==> config.mk <==
export PLATFORM = sky130hd
export DESIGN_NAME = vid_stream_demux
export DESIGN_NICKNAME = d
export VERILOG_FILES = /design/src/rtl/vsd_pkg.sv /design/src/rtl/vsd_trs_detect.sv /design/src/rtl/vsd_ext_sync.sv /design/src/rtl/vsd_pixel_pack.sv /design/src/rtl/vid_stream_demux.sv
export SDC_FILE = /design/constraint.sdc
export NUM_CORES = 1
export LEC_CHECK = 0
export ABC_AREA = 1
export BUFFER_PORTS_ARGS = -buffer_cell sky130_fd_sc_hd__buf_2
export CAP_MARGIN = 20
export CORE_ASPECT_RATIO = 0.7
export CORE_MARGIN = 1.5
export CORE_UTILIZATION = 45
export DETAILED_ROUTE_END_ITERATION = 12
export PLACE_DENSITY_LB_ADDON = 0.05
export REMOVE_ABC_BUFFERS = 1
export SLEW_MARGIN = 20
export SYNTH_ARGS = -nofsm -noshare
export SYNTH_HDL_FRONTEND = slang
export SYNTH_SLANG_ARGS = --single-unit
==> constraint.sdc <==
create_clock -name clk -period 5.7 [get_ports clk]
set_input_delay 0.855 -clock clk [delete_from_list [all_inputs] [get_ports clk]]
set_output_delay 0.855 -clock clk [all_outputs]
set_load 0.01 [all_outputs]
==> src/rtl/vsd_pkg.sv <==
package vsd_pkg;

  // Timing source select
  typedef enum logic [1:0] {
    SRC_EMBED = 2'b00,
    SRC_EXT   = 2'b01,
    SRC_OFF_A = 2'b10,
    SRC_OFF_B = 2'b11
  } src_sel_e;

  // Position inside a Cb,Y,Cr,Y group
  typedef enum logic [1:0] {
    PH_CB = 2'd0,
    PH_Y0 = 2'd1,
    PH_CR = 2'd2,
    PH_Y1 = 2'd3
  } phase_e;

  typedef struct packed {
    logic f;
    logic v;
    logic h;
  } tflags_t;

endpackage

==> src/rtl/vsd_trs_detect.sv <==
module vsd_trs_detect
  import vsd_pkg::*;
#(
  parameter int DATA_W  = 8,
  parameter int PRE_LEN = 3
) (
  input  logic              clk,
  input  logic              rst_n,
  input  logic [DATA_W-1:0] din,
  output logic              hit,
  output tflags_t           code_flags,
  output logic              lead_byte
);

  localparam int F_BIT = DATA_W - 2;
  localparam int V_BIT = DATA_W - 3;
  localparam int H_BIT = DATA_W - 4;
  localparam logic [DATA_W-1:0] ONES  = {DATA_W{1'b1}};
  localparam logic [DATA_W-1:0] ZEROS = {DATA_W{1'b0}};

  logic [DATA_W-1:0] hist_q [PRE_LEN];
  logic [DATA_W-1:0] hist_d [PRE_LEN];
  logic [PRE_LEN-1:0] stage_ok;

  // Shift history: stage 0 is the newest byte, the last stage the oldest.
  generate
    for (genvar g = 0; g < PRE_LEN; g++) begin : g_hist
      if (g == 0) begin : g_head
        assign hist_d[g] = din;
      end else begin : g_tail
        assign hist_d[g] = hist_q[g-1];
      end
      if (g == PRE_LEN - 1) begin : g_lead
        assign stage_ok[g] = (hist_q[g] == ONES);
      end else begin : g_zero
        assign stage_ok[g] = (hist_q[g] == ZEROS);
      end
    end
  endgenerate

  always_ff @(posedge clk or negedge rst_n) begin
    if (!rst_n) begin
      for (int i = 0; i < PRE_LEN; i++) hist_q[i] <= ZEROS;
    end else begin
      for (int i = 0; i < PRE_LEN; i++) hist_q[i] <= hist_d[i];
    end
  end

  // status byte must carry a set top bit
  always_comb begin
    hit          = (&stage_ok) & din[DATA_W-1];
    code_flags.f = din[F_BIT];
    code_flags.v = din[V_BIT];
    code_flags.h = din[H_BIT];
    lead_byte    = (din == ONES);
  end

endmodule

==> src/rtl/vsd_ext_sync.sv <==
module vsd_ext_sync (
  input  logic clk,
  input  logic rst_n,
  input  logic hs_in,
  input  logic vs_in,
  output logic hs_fall,
  output logic hs_rise,
  output logic vs_rise
);

  logic hs_q, vs_q;

  always_ff @(posedge clk or negedge rst_n) begin
    if (!rst_n) begin
      hs_q <= 1'b0;
      vs_q <= 1'b0;
    end else begin
      hs_q <= hs_in;
      vs_q <= vs_in;
    end
  end

  always_comb begin
    hs_fall = hs_q & ~hs_in;
    hs_rise = ~hs_q & hs_in;
    vs_rise = ~vs_q & vs_in;
  end

endmodule

==> src/rtl/vsd_pixel_pack.sv <==
module vsd_pixel_pack
  import vsd_pkg::*;
#(
  parameter int DATA_W = 8
) (
  input  logic              clk,
  input  logic              rst_n,
  input  logic [DATA_W-1:0] din,
  input  logic              start,
  input  logic              stop,
  output logic [DATA_W-1:0] y_out,
  output logic [DATA_W-1:0] cb_out,
  output logic [DATA_W-1:0] cr_out,
  output logic              valid
);

  logic              active_q, active_d;
  phase_e            phase_q, phase_d;
  logic [DATA_W-1:0] cb_q, cb_d, y0_q, y0_d;
  logic [DATA_W-1:0] y_q, y_d, cbo_q, cbo_d, cro_q, cro_d;
  logic              valid_q, valid_d;

  always_comb begin
    active_d = active_q;
    phase_d  = phase_q;
    cb_d     = cb_q;
    y0_d     = y0_q;
    y_d      = y_q;
    cbo_d    = cbo_q;
    cro_d    = cro_q;
    valid_d  = 1'b0;
    if (start) begin
      active_d = 1'b1;              // next byte is Cb
      phase_d  = PH_CB;
    end else if (stop) begin
      active_d = 1'b0;              // this byte is dropped
    end else if (active_q) begin
      phase_d = phase_e'(phase_q + 2'd1);
      unique case (phase_q)
        PH_CB: cb_d = din;
        PH_Y0: y0_d = din;
        PH_CR: begin                // first pixel of the pair
          y_d     = y0_q;
          cbo_d   = cb_q;
          cro_d   = din;
          valid_d = 1'b1;
        end
        PH_Y1: begin                // second pixel shares chroma
          y_d     = din;
          valid_d = 1'b1;
        end
        default: ;
      endcase
    end
  end

  always_ff @(posedge clk or negedge rst_n) begin
    if (!rst_n) begin
      active_q <= 1'b0;
      phase_q  <= PH_CB;
      cb_q     <= '0;
      y0_q     <= '0;
      y_q      <= '0;
      cbo_q    <= '0;
      cro_q    <= '0;
      valid_q  <= 1'b0;
    end else begin
      active_q <= active_d;
      phase_q  <= phase_d;
      cb_q     <= cb_d;
      y0_q     <= y0_d;
      y_q      <= y_d;
      cbo_q    <= cbo_d;
      cro_q    <= cro_d;
      valid_q  <= valid_d;
    end
  end

  assign y_out  = y_q;
  assign cb_out = cbo_q;
  assign cr_out = cro_q;
  assign valid  = valid_q;

endmodule

==> src/rtl/vid_stream_demux.sv <==
module vid_stream_demux
  import vsd_pkg::*;
#(
  parameter int DATA_W      = 8,
  parameter int PRE_LEN     = 3,
  parameter int SYNC_STAGES = 2
) (
  input  logic              clk,
  input  logic              rst_n,
  input  logic [DATA_W-1:0] din,
  input  logic [1:0]        src_mode,
  input  logic              hs_in,
  input  logic              vs_in,
  output logic [DATA_W-1:0] y_out,
  output logic [DATA_W-1:0] cb_out,
  output logic [DATA_W-1:0] cr_out,
  output logic              pix_valid,
  output logic              h_flag,
  output logic              v_flag,
  output logic              f_flag
);

  // asynchronous assertion, synchronous release
  logic [SYNC_STAGES-1:0] sync_q;
  logic                   rst_sync_n;

  always_ff @(posedge clk or negedge rst_n) begin
    if (!rst_n) sync_q <= '0;
    else        sync_q <= {sync_q[SYNC_STAGES-2:0], 1'b1};
  end
  assign rst_sync_n = sync_q[SYNC_STAGES-1];

  // source decode
  src_sel_e src;
  logic     use_embed, use_ext, src_off;
  assign src       = src_sel_e'(src_mode);
  assign use_embed = (src == SRC_EMBED);
  assign use_ext   = (src == SRC_EXT);
  assign src_off   = src_mode[1];

  logic    code_hit, lead_byte;
  tflags_t code_flags;
  logic    hs_fall, hs_rise, vs_rise;
  logic    cap_start, cap_stop;

  vsd_trs_detect #(.DATA_W(DATA_W), .PRE_LEN(PRE_LEN)) trs_i (
    .clk        (clk),
    .rst_n      (rst_sync_n),
    .din        (din),
    .hit        (code_hit),
    .code_flags (code_flags),
    .lead_byte  (lead_byte)
  );

  vsd_ext_sync ext_i (
    .clk     (clk),
    .rst_n   (rst_sync_n),
    .hs_in   (hs_in),
    .vs_in   (vs_in),
    .hs_fall (hs_fall),
    .hs_rise (hs_rise),
    .vs_rise (vs_rise)
  );

  // opening a line; R6, R8, R2: closing it
  assign cap_start = (use_embed & code_hit & ~code_flags.h & ~code_flags.v)
                   | (use_ext & hs_fall & ~vs_in);
  assign cap_stop  = src_off | (use_embed & lead_byte) | (use_ext & hs_rise);

  vsd_pixel_pack #(.DATA_W(DATA_W)) pack_i (
    .clk    (clk),
    .rst_n  (rst_sync_n),
    .din    (din),
    .start  (cap_start),
    .stop   (cap_stop),
    .y_out  (y_out),
    .cb_out (cb_out),
    .cr_out (cr_out),
    .valid  (pix_valid)
  );

  // Timing flags
  tflags_t flags_q, flags_d;

  always_comb begin
    flags_d = flags_q;
    if (use_embed && code_hit) begin
      flags_d = code_flags;
    end else if (use_ext) begin
      flags_d.h = hs_in;
      flags_d.v = vs_in;
      flags_d.f = flags_q.f ^ vs_rise;
    end
  end

  always_ff @(posedge clk or negedge rst_sync_n) begin
    if (!rst_sync_n) flags_q <= '0;
    else             flags_q <= flags_d;
  end

  assign h_flag = flags_q.h;
  assign v_flag = flags_q.v;
  assign f_flag = flags_q.f;

endmodule

==> impl_metrics.ini, run 1 <==
[status]
status = complete, no violations

[timing]
finClkSkew_ps = 9.28
rsz0062_at_grt = false
slew_headroom_pct = 40.6
finalHoldViolCount = 0
period_minus_slack_ps = 2280
slew_viol_final = 0
finalSetupViolCount = 0
fin_crit_sh_pct = 40.0
fin_tns_setup_ps = 0
fmaxAchievable_ghz = 0.438
worst_pin_slew_ps = 891
worst_hold_slack_ps = 284

[finish]
final_common_cell = nand2_1
fin_nets = 380
multi_input_area_mm2 = 0.00101
drive_above_1_share_pct = 20.4
final_cell_mix = 147 x nand2_1, 74 x dfrtp_1, 41 x buf_2, 20 x nor2_1, 17 x inv_1
area_delta_synth_final_pct = 16.4
diodes = 0
seq_area_mm2 = 0.00188
fin_util_pct = 54.9
fill_cells = 585

[power]
max-vdd-ir-drop_mv = 0.153
p_seq_share_pct = 54.0
intPower_mw = 0.835
switchingPower_mw = 0.285
switching_share_pct = 25.4
power_density_mw_per_mm2 = 323
p_comb_share_pct = 10.4
power_frac_clock_pct = 35.6
cellLeakagePower_nw = 1.90

[synthesis]
yosys.cell_types.count = 26
seq_area_frac_synth_pct = 63.1
synthCells = 312
synth_edf_count = 0
synth-seq-cells = 75
avgSynthCellArea_um2 = 9.54
yosysWarnings = 0
syn_area_mm2 = 0.00298
async_flop_share_pct = 100
synth_ff_type = dfrtp_1

[critical_path]
critPathRequiredTime_ps = 5930
r2r_start = trs_i.hist_d[8]
worstPathCellList = buf_2 > inv_2 > nor2_4 > o21ai_1 > nand2_1 > nand2_1 > inv_2 > nand4_1 > nand2_1 > nand2_1
rrSetupSlack_ps = 3550
critPathBufInv = 3
slowest_stage = nand4_1
arrival_ps = 2510
crit_fanout = 16
slowest_delay_ps = 620
cp_common_cell = nand2_1
crit_path_end_kind = flip-flop
cp-start-kind = input port
crit_type = input port to flip-flop
cp_top_family = simple AND/OR/NAND/NOR gates
r2r_cells = 7
r2r-end = pack_i.cb_out[1]

[clock_network]
cts.path.max_buffers = 2
cts_resized = 0
clock_latency_ps = 340
tritoncts = yes
htreeDepth = 3
post-cts-setup-buffers = 0
cts_hold_buf = 0
cts.sinks = 75
path_clk_slew_ps = 70
numCtsBuffers = 9
root_buffer = clkbuf_8

[routing]
top_layer = met4
route.met2.wl_um = 2610
first_pass_iters = 4
wl_met1_um = 3140
avgViaCountPerCell = 4.80
vias = 2137
detail-route-antenna-nets = 0
wirelength_um = 6150
drc_errors = 0
wl_per_cell_um = 13.8
wl_met3_um = 373
dr.first_iter.drc_count = 123

[floorplan]
die_x_um = 100
initial_core_util_pct = 47.2
core_mm2 = 0.00631
rows = 24
design.portCount = 42
die-area_mm2 = 0.00712
die_h_um = 71.0

[global_route]
grt_pass1_wl_um = 10500
grt_pass1_vias = 2128
grt_max_degree = 74
grt_overflow_total = 0
grt_use_total_pct = 19.7
antenna_found_initial = 0

[job]
maxCapViolations = 0

[placed_design]
gp_congestion = 0.805
port_buffers = 41
post-dp-hpwl_um = 4180

[hold_path]
hp-class = input port to asynchronous set/reset pin
==> stage by stage <==
stage	cell area, µm²	std cells	total power [mW]	setup WS, ps
after floorplan	2960	309	0.688	3460
after global placement	3270	429	0.730	3040
after CTS	3460	445	1.14	3380
final	3460	445	1.12	3420
after detailed placement	3270	429	0.733	3020
after global routing	3460	445	1.18	3180
==> kinds of logic (layout without fill, tap and decap cells) <==
| kind of cell | Yosys count | in the layout | share of synthesized area, % |
|---|---|---|---|
| simple gates | 196 | 196 | 28.1 |
| flops | 75 | 75 | 63.1 |
| buf+inv | 22 | 77 | 3.03 |
| compound gates | 7 | 7 | 1.43 |
| mux | 6 | 6 | 2.27 |
| fa+ha+maj | 4 | 4 | 1.68 |
| other cells | 1 | 1 | 0.126 |
| xor+xnor | 1 | 1 | 0.294 |
==> synthesized netlist by cell type, types with 2 or more instances <==
cell | n | area (µm²)
nor2_2 | 3 | 18.8
a22oi_1 | 2 | 15.0
nand3_4 | 2 | 35.0
buf_4 | 2 | 15.0
dfrtp_1 | 75 | 1880
nor2_1 | 20 | 75.1
a21oi_1 | 2 | 10.0
nor4_1 | 2 | 12.5
nor2_4 | 3 | 33.8
ha_1 | 4 | 50.1
inv_1 | 17 | 63.8
nand3_1 | 9 | 45.0
mux2_2 | 6 | 67.6
inv_2 | 2 | 7.51
nand4_1 | 6 | 37.5
nand2_1 | 147 | 552
==> layer usage <==
layer  vias to the layer above  GRT usage (%)
met5                         -              0
li1                       1071              -
met3                         4           6.92
met2                        52           28.9
met4                         0           4.85
met1                      1010           28.4
==> state kept, by name (all words and copies together), names as in the netlist, 2 cells and up <==
| signal | flops |
|---|---|
| pack_i.cb_q | 8 |
| pack_i.phase_q | 2 |
| trs_i.hist_q | 8 |
| sync_q | 2 |
| trs_i.hist_d | 16 |
| pack_i.y_out | 8 |
| pack_i.cr_out | 8 |
| pack_i.cb_out | 8 |
| pack_i.y0_q | 8 |
==> power by group through the flow <==
stage / Clock [mW] / Sequential (mW) / Combinational [mW]
final: 0.399 / 0.605 / 0.117
after global routing: 0.437 / 0.610 / 0.134
after CTS: 0.412 / 0.605 / 0.119
after detailed placement: 0 / 0.615 / 0.118
after global placement: 0 / 0.614 / 0.117
after floorplan: 0 / 0.620 / 0.0680
==> layout make-up <==
class	instances	area share, %
Clock buffer	11	4.08
Clock inverter	5	1.52
Inverter	19	2.06
Multi-Input combinational cell	215	29.2
Sequential cell	75	54.2
Tap cell	78	2.82
Timing Repair Buffer	42	6.14
==> worst max-delay path by stage <==
stage / from / end / depth (start not counted)
after floorplan: sync_q[1] / ext_i.hs_q / 0
after CTS: src_mode[0] / pack_i.cb_out[1] / 10
after global routing: src_mode[0] / pack_i.cb_out[4] / 10
after global placement: src_mode[0] / pack_i.cr_out[5] / 10
final: src_mode[0] / pack_i.cb_out[1] / 10
after detailed placement: src_mode[0] / pack_i.cr_out[2] / 10
Power figures use the tool's default switching activity.
==> inputs of run 2 (changes only) <==
clock period = 2 ns   (was 5.7 ns; I/O delays follow)
==> run 2 against run 1 <==
- die area is the same
- global-route usage increased by 1.2 points
- register-to-register slack got worse by 3200 ps
- core utilization increased by 1.6 points
- critical path type is now flip-flop to flip-flop
- critical endpoint is now pack_i.y0_q[1]
- largest cell class unchanged
- highest routed layer unchanged
==> impl_metrics.ini, run 2 (same netlist as run 1, synthesis figures left out) <==
[status]
status = complete, no violations

[placed_design]
post-dp-hpwl_um = 4450
gp_congestion = 0.860
port_buffers = 41
post_dp_cell_area_mm2 = 0.00335
placed_cells = 436

[clock_network]
cts_resized = 0
clock_latency_ps = 340
root_buffer = clkbuf_8
cts.path.max_buffers = 2
htreeDepth = 3
cts.sinks = 75
path_clk_slew_ps = 80
post-cts-setup-buffers = 0
numCtsBuffers = 9
tritoncts = yes

[finish]
area_delta_synth_final_pct = 19.7
fin_nets = 388
largest_register_ffs = 16
fin_area_mm2 = 0.00356
final_common_cell = nand2_1
final_cell_mix = 147 x nand2_1, 74 x dfrtp_1, 41 x buf_2, 20 x nor2_1, 17 x inv_1
diodes = 0
final_cells = 453
drive_above_1_share_pct = 21.9

[critical_path]
crit_fanout = 8
critPathRequiredTime_ps = 2280
crit_type = flip-flop to flip-flop
r2r_cells = 8
crit_path_end_kind = flip-flop
cp-start-kind = flip-flop
arrival_ps = 1970

[floorplan]
die_x_um = 100
rows = 24
core_mm2 = 0.00631
die_h_um = 71.0
die-area_mm2 = 0.00712
initial_core_util_pct = 47.2
design.portCount = 42

[global_route]
grt_overflow_total = 0
grt_use_total_pct = 21.0
antenna_found_initial = 0
grt_pass1_wl_um = 11100
grt_max_degree = 74
grt_pass1_vias = 2146

[timing]
fin_crit_sh_pct = 84.8
fmaxAchievable_ghz = 0.590
finalHoldViolCount = 0
fin_tns_setup_ps = 0
rsz0062_at_grt = false
finClkSkew_ps = 10.4
finalSetupViolCount = 0
slew_viol_final = 0
period_minus_slack_ps = 1700

[power]
cellLeakagePower_nw = 1.94
max-vdd-ir-drop_mv = 0.443
power_density_mw_per_mm2 = 917
power_mw = 3.27

[job]
maxCapViolations = 0

[routing]
detail-route-antenna-nets = 0
avgViaCountPerCell = 4.84
vias = 2192
drc_errors = 0
first_pass_iters = 4
dr.first_iter.drc_count = 113
wl_per_cell_um = 14.3
wirelength_um = 6480

[hold_path]
hp-class = input port to flip-flop
min_path_cells = 1
[run 2: cell count changes in the layout (fill, tap and decap cells not counted), sizes merged]
cell         before  now
clkinv            3    1
dlygate4sd3       0    1
buf              42   49
clkbuf           11   12
clkinvlp          1    2
[run 2: what timing repair did]
action                                 CTS  global route
hold buffers                             1             0
endpoints found under the hold margin    2             0
setup endpoints to repair                0             0
[run 2: layer usage]
metal / vias up / GRT usage [%] / wire, µm
met5: - / 0 / 0
met4: 0 / 4.69 / 25
met3: 2 / 6.82 / 333
met2: 54 / 28.9 / 2750
met1: 1046 / 32.2 / 3370
li1: 1090 / - / -
[run 2: through the flow]
step,util (%),hold slack [ps],worst slack [ps]
5_1_grt,56.5,93.1,77.7
3_5_place_dp,53.1,86.1,125
4_1_cts,56.5,102,290
6_report,56.5,114,305
2_1_floorplan,-,4.41,-243
3_3_place_gp,53.1,84.9,135
[run 2: final timing paths]
path | end | slack [ps] | start
setup / recovery | pack_i.y0_q[1] | 300 | trs_i.hist_d[8]
hold / removal | ext_i.vs_q | 110 | vs_in
setup reg to reg | pack_i.y0_q[1] | 300 | trs_i.hist_d[8]
hold reg to reg | trs_i.hist_q[4] | 280 | sync_q[1]
max in group asynchronous | pack_i.y0_q[6] | 1400 | sync_q[1]
min in group asynchronous | sync_q[1] | 260 | rst_n
[run 2: where the power goes]
part           total [mW]  switching, mW  internal (mW)
Combinational       0.346          0.205          0.141
Clock                1.19          0.547          0.643
Sequential           1.73         0.0842           1.65
Total                3.27          0.836           2.43
[run 2: final cells by class]
| cell class | count | area (µm²) |
|---|---|---|
| inverter | 19 | 71.3 |
| fill | 581 | 2740 |
| tap | 78 | 97.6 |
| multi-input combinational | 215 | 1010 |
| timing repair buffer | 50 | 300 |
| clock inverter | 4 | 50.0 |
| sequential | 75 | 1880 |
| clock buffer | 12 | 155 |
[run 2: critical path, stage by stage, from the launching register on]
cell and delay (ps):
dfrtp_1 380, nor3_1 180, buf_4 150, nand3_1 110
nor2_4 190, nand3_4 130, nand4_1 310, nand2_1 90
nand2_1 80
==> inputs of run 3 (changes only) <==
ABC_AREA = 0   (was 1)
clock period = 1.6 ns   (was 2 ns; I/O delays follow)
==> run 3 against run 2 <==
- the run now ends with negative setup slack left
- wire length up 4.9%
- design area is 6.1% higher
- combinational power rose to 3.1 times the previous value
- core utilization rose by 4.0 points
- critical path depth decreased by 1
- fmax is 12% lower
- cell count fell by 21%
- clock skew is 5.5 ps lower
- via count decreased by 13%
- critical endpoint is now pack_i.y_out[6]
- largest cell class unchanged
- largest power group unchanged
==> impl_metrics.ini, run 3 <==
[global_route]
grt_use_total_pct = 21.0
grt_max_degree = 39
grt_pass1_wl_um = 10700
antenna_found_initial = 0
grt_overflow_total = 0
grt_pass1_vias = 1966

[clock_network]
root_buffer = clkbuf_8
path_clk_slew_ps = 80
numCtsBuffers = 9
clock_latency_ps = 340
htreeDepth = 3
tritoncts = yes
cts.path.max_buffers = 2
post-cts-setup-buffers = 0
cts.sinks = 75

[synthesis]
yosys-top-cells-count = 75 x dfrtp_1, 29 x mux2_2, 16 x nor2_1
synthCells = 204
syn_area_mm2 = 0.00291
synth_top_area_cell = dfrtp_1
yosysMostFrequentCell = dfrtp_1
synth-seq-cells = 75
avgSynthCellArea_um2 = 14.2
seq_area_frac_synth_pct = 64.6
yosys.cell_types.count = 36
synthTopCellsByArea = dfrtp_1 65%, mux2_2 11%, o221a_1 2.7%
yosysWarnings = 0
yosysTopAreaCellShare_pct = 64.6
async_flop_share_pct = 100
synth_edf_count = 0
synth_ff_type = dfrtp_1

[finish]
largest_register_ffs = 16
fill_cells = 518
final_common_cell = dfrtp_1
fin_area_mm2 = 0.00378
drive_above_1_share_pct = 46.1
fin_util_pct = 60.5
fin_nets = 295
final_cell_mix = 74 x dfrtp_1, 41 x buf_2, 31 x mux2_4, 22 x buf_4, 16 x nor2_1
area_delta_synth_final_pct = 30.1
diodes = 0

[power]
power_frac_clock_pct = 30.2
intPower_mw = 3.48
p_seq_share_pct = 47.9
switchingPower_mw = 1.37
power_density_mw_per_mm2 = 1280
power_mw = 4.84
p_comb_share_pct = 21.8
cellLeakagePower_nw = 1.91
max-vdd-ir-drop_mv = 0.868
switching_share_pct = 28.2

[critical_path]
crit_fanout = 8
startpoint = trs_i.hist_d[7]
r2r_start = trs_i.hist_d[7]
cp-start-kind = flip-flop
arrival_ps = 2160
crit_type = flip-flop to flip-flop
crit_path_end_kind = flip-flop
critPathRequiredTime_ps = 1840

[floorplan]
die-area_mm2 = 0.00695
design.portCount = 42
core_mm2 = 0.00625
rows = 24
initial_core_util_pct = 46.5
die_x_um = 99.0
die_h_um = 70.2

[timing]
slew_viol_final = 0
rsz0062_at_grt = true
fin_tns_setup_ps = -11790
finClkSkew_ps = 4.87
finalHoldViolCount = 0
fmaxAchievable_ghz = 0.519
finalSetupViolCount = 42
period_minus_slack_ps = 1930
fin_crit_sh_pct = 120
setup_ws_ps = -328

[hold_path]
hold_start = vs_in
hp-class = input port to flip-flop

[routing]
wirelength_um = 6800
detail-route-antenna-nets = 0
drc_errors = 0
vias = 1902
dr.first_iter.drc_count = 87
first_pass_iters = 4
wl_per_cell_um = 18.9
avgViaCountPerCell = 5.28

[placed_design]
port_buffers = 41
gp_congestion = 0.838
post_dp_cell_area_mm2 = 0.00335
post-dp-hpwl_um = 4310
dp_slack_ps = -415

[job]
maxCapViolations = 0

[status]
status = finished with violations
violations = negative setup slack
run 3: cell families after synthesis:
| kind of cell | after synthesis | share of synthesized area [%] |
|---|---|---|
| muxes | 33 | 12.7 |
| other | 1 | 0.129 |
| DFF | 75 | 64.6 |
| adders and majority gates | 4 | 1.72 |
| xor gates and xnor gates | 2 | 0.603 |
| and+or+nand+nor | 55 | 10.9 |
| AOI/OAI and AO/OA | 22 | 6.59 |
| buffers and inverters | 12 | 2.71 |
run 3: path summary, 6_finish.rpt:
kind / endpoint / slack [ps] / depth (start not counted)
worst min register to register: pack_i.cb_out[7] / 320 / 1
worst max register to register: pack_i.y_out[6] / -330 / 7
worst max-delay path: pack_i.y_out[6] / -330 / 7
min in group asynchronous: sync_q[1] / 210 / 2
worst min-delay path: ext_i.vs_q / 120 / 2
max in group asynchronous: trs_i.hist_q[0] / 940 / 1
run 3: critical path, stage by stage (launching register included):
cell and delay, ps:
dfrtp_1 390, nor4bb_2 310, and4_1 260, nand4_1 120, buf_6 190, buf_12 140, and2_4 170, o221a_1 240
run 3: layout make-up:
cell class | count | area, µm² | share of cell area (%)
flip-flops and latches | 75 | 1880 | 49.7
clock buffers | 10 | 138 | 3.64
well taps | 78 | 97.6 | 2.58
inverters | 4 | 15.0 | 0.397
multi-input cells | 119 | 1140 | 30.1
clock inverters | 6 | 65.1 | 1.72
repair buffers | 68 | 448 | 11.9
run 3: metrics by stage:
step                      instances  hold slack [ps]
after floorplan                 196            -55.6
after global placement          340             25.6
after detailed placement        340             28.6
after CTS                       359              111
after global routing            360              109
final                           360              118
run 3: layer usage:
metal	wire length, µm	global-route usage [%]	vias up	part of all wire, %
met4	78	7.14	0	1.1
met5	0	0	-	0
met2	2860	27.4	43	42
li1	-	-	890	-
met1	3490	32.8	959	51
met3	373	6.41	10	5.5
run 3: what timing repair did:
action	4_1_cts	5_1_grt
gates cloned	2	1
endpoints found under the setup margin	42	43
endpoints found under the hold margin	2	0
pin swaps	5	2
gates resized for setup	24	19
hold buffers	1	0
run 3: power by group through the flow:
stage	sequential, mW	combinational (mW)	clock, mW
finish	2.32	1.06	1.46
global route	2.35	1.17	1.58
CTS	2.31	0.987	1.50
detailed placement	2.34	0.888	0
global placement	2.33	0.886	0
floorplan	2.37	0.483	0
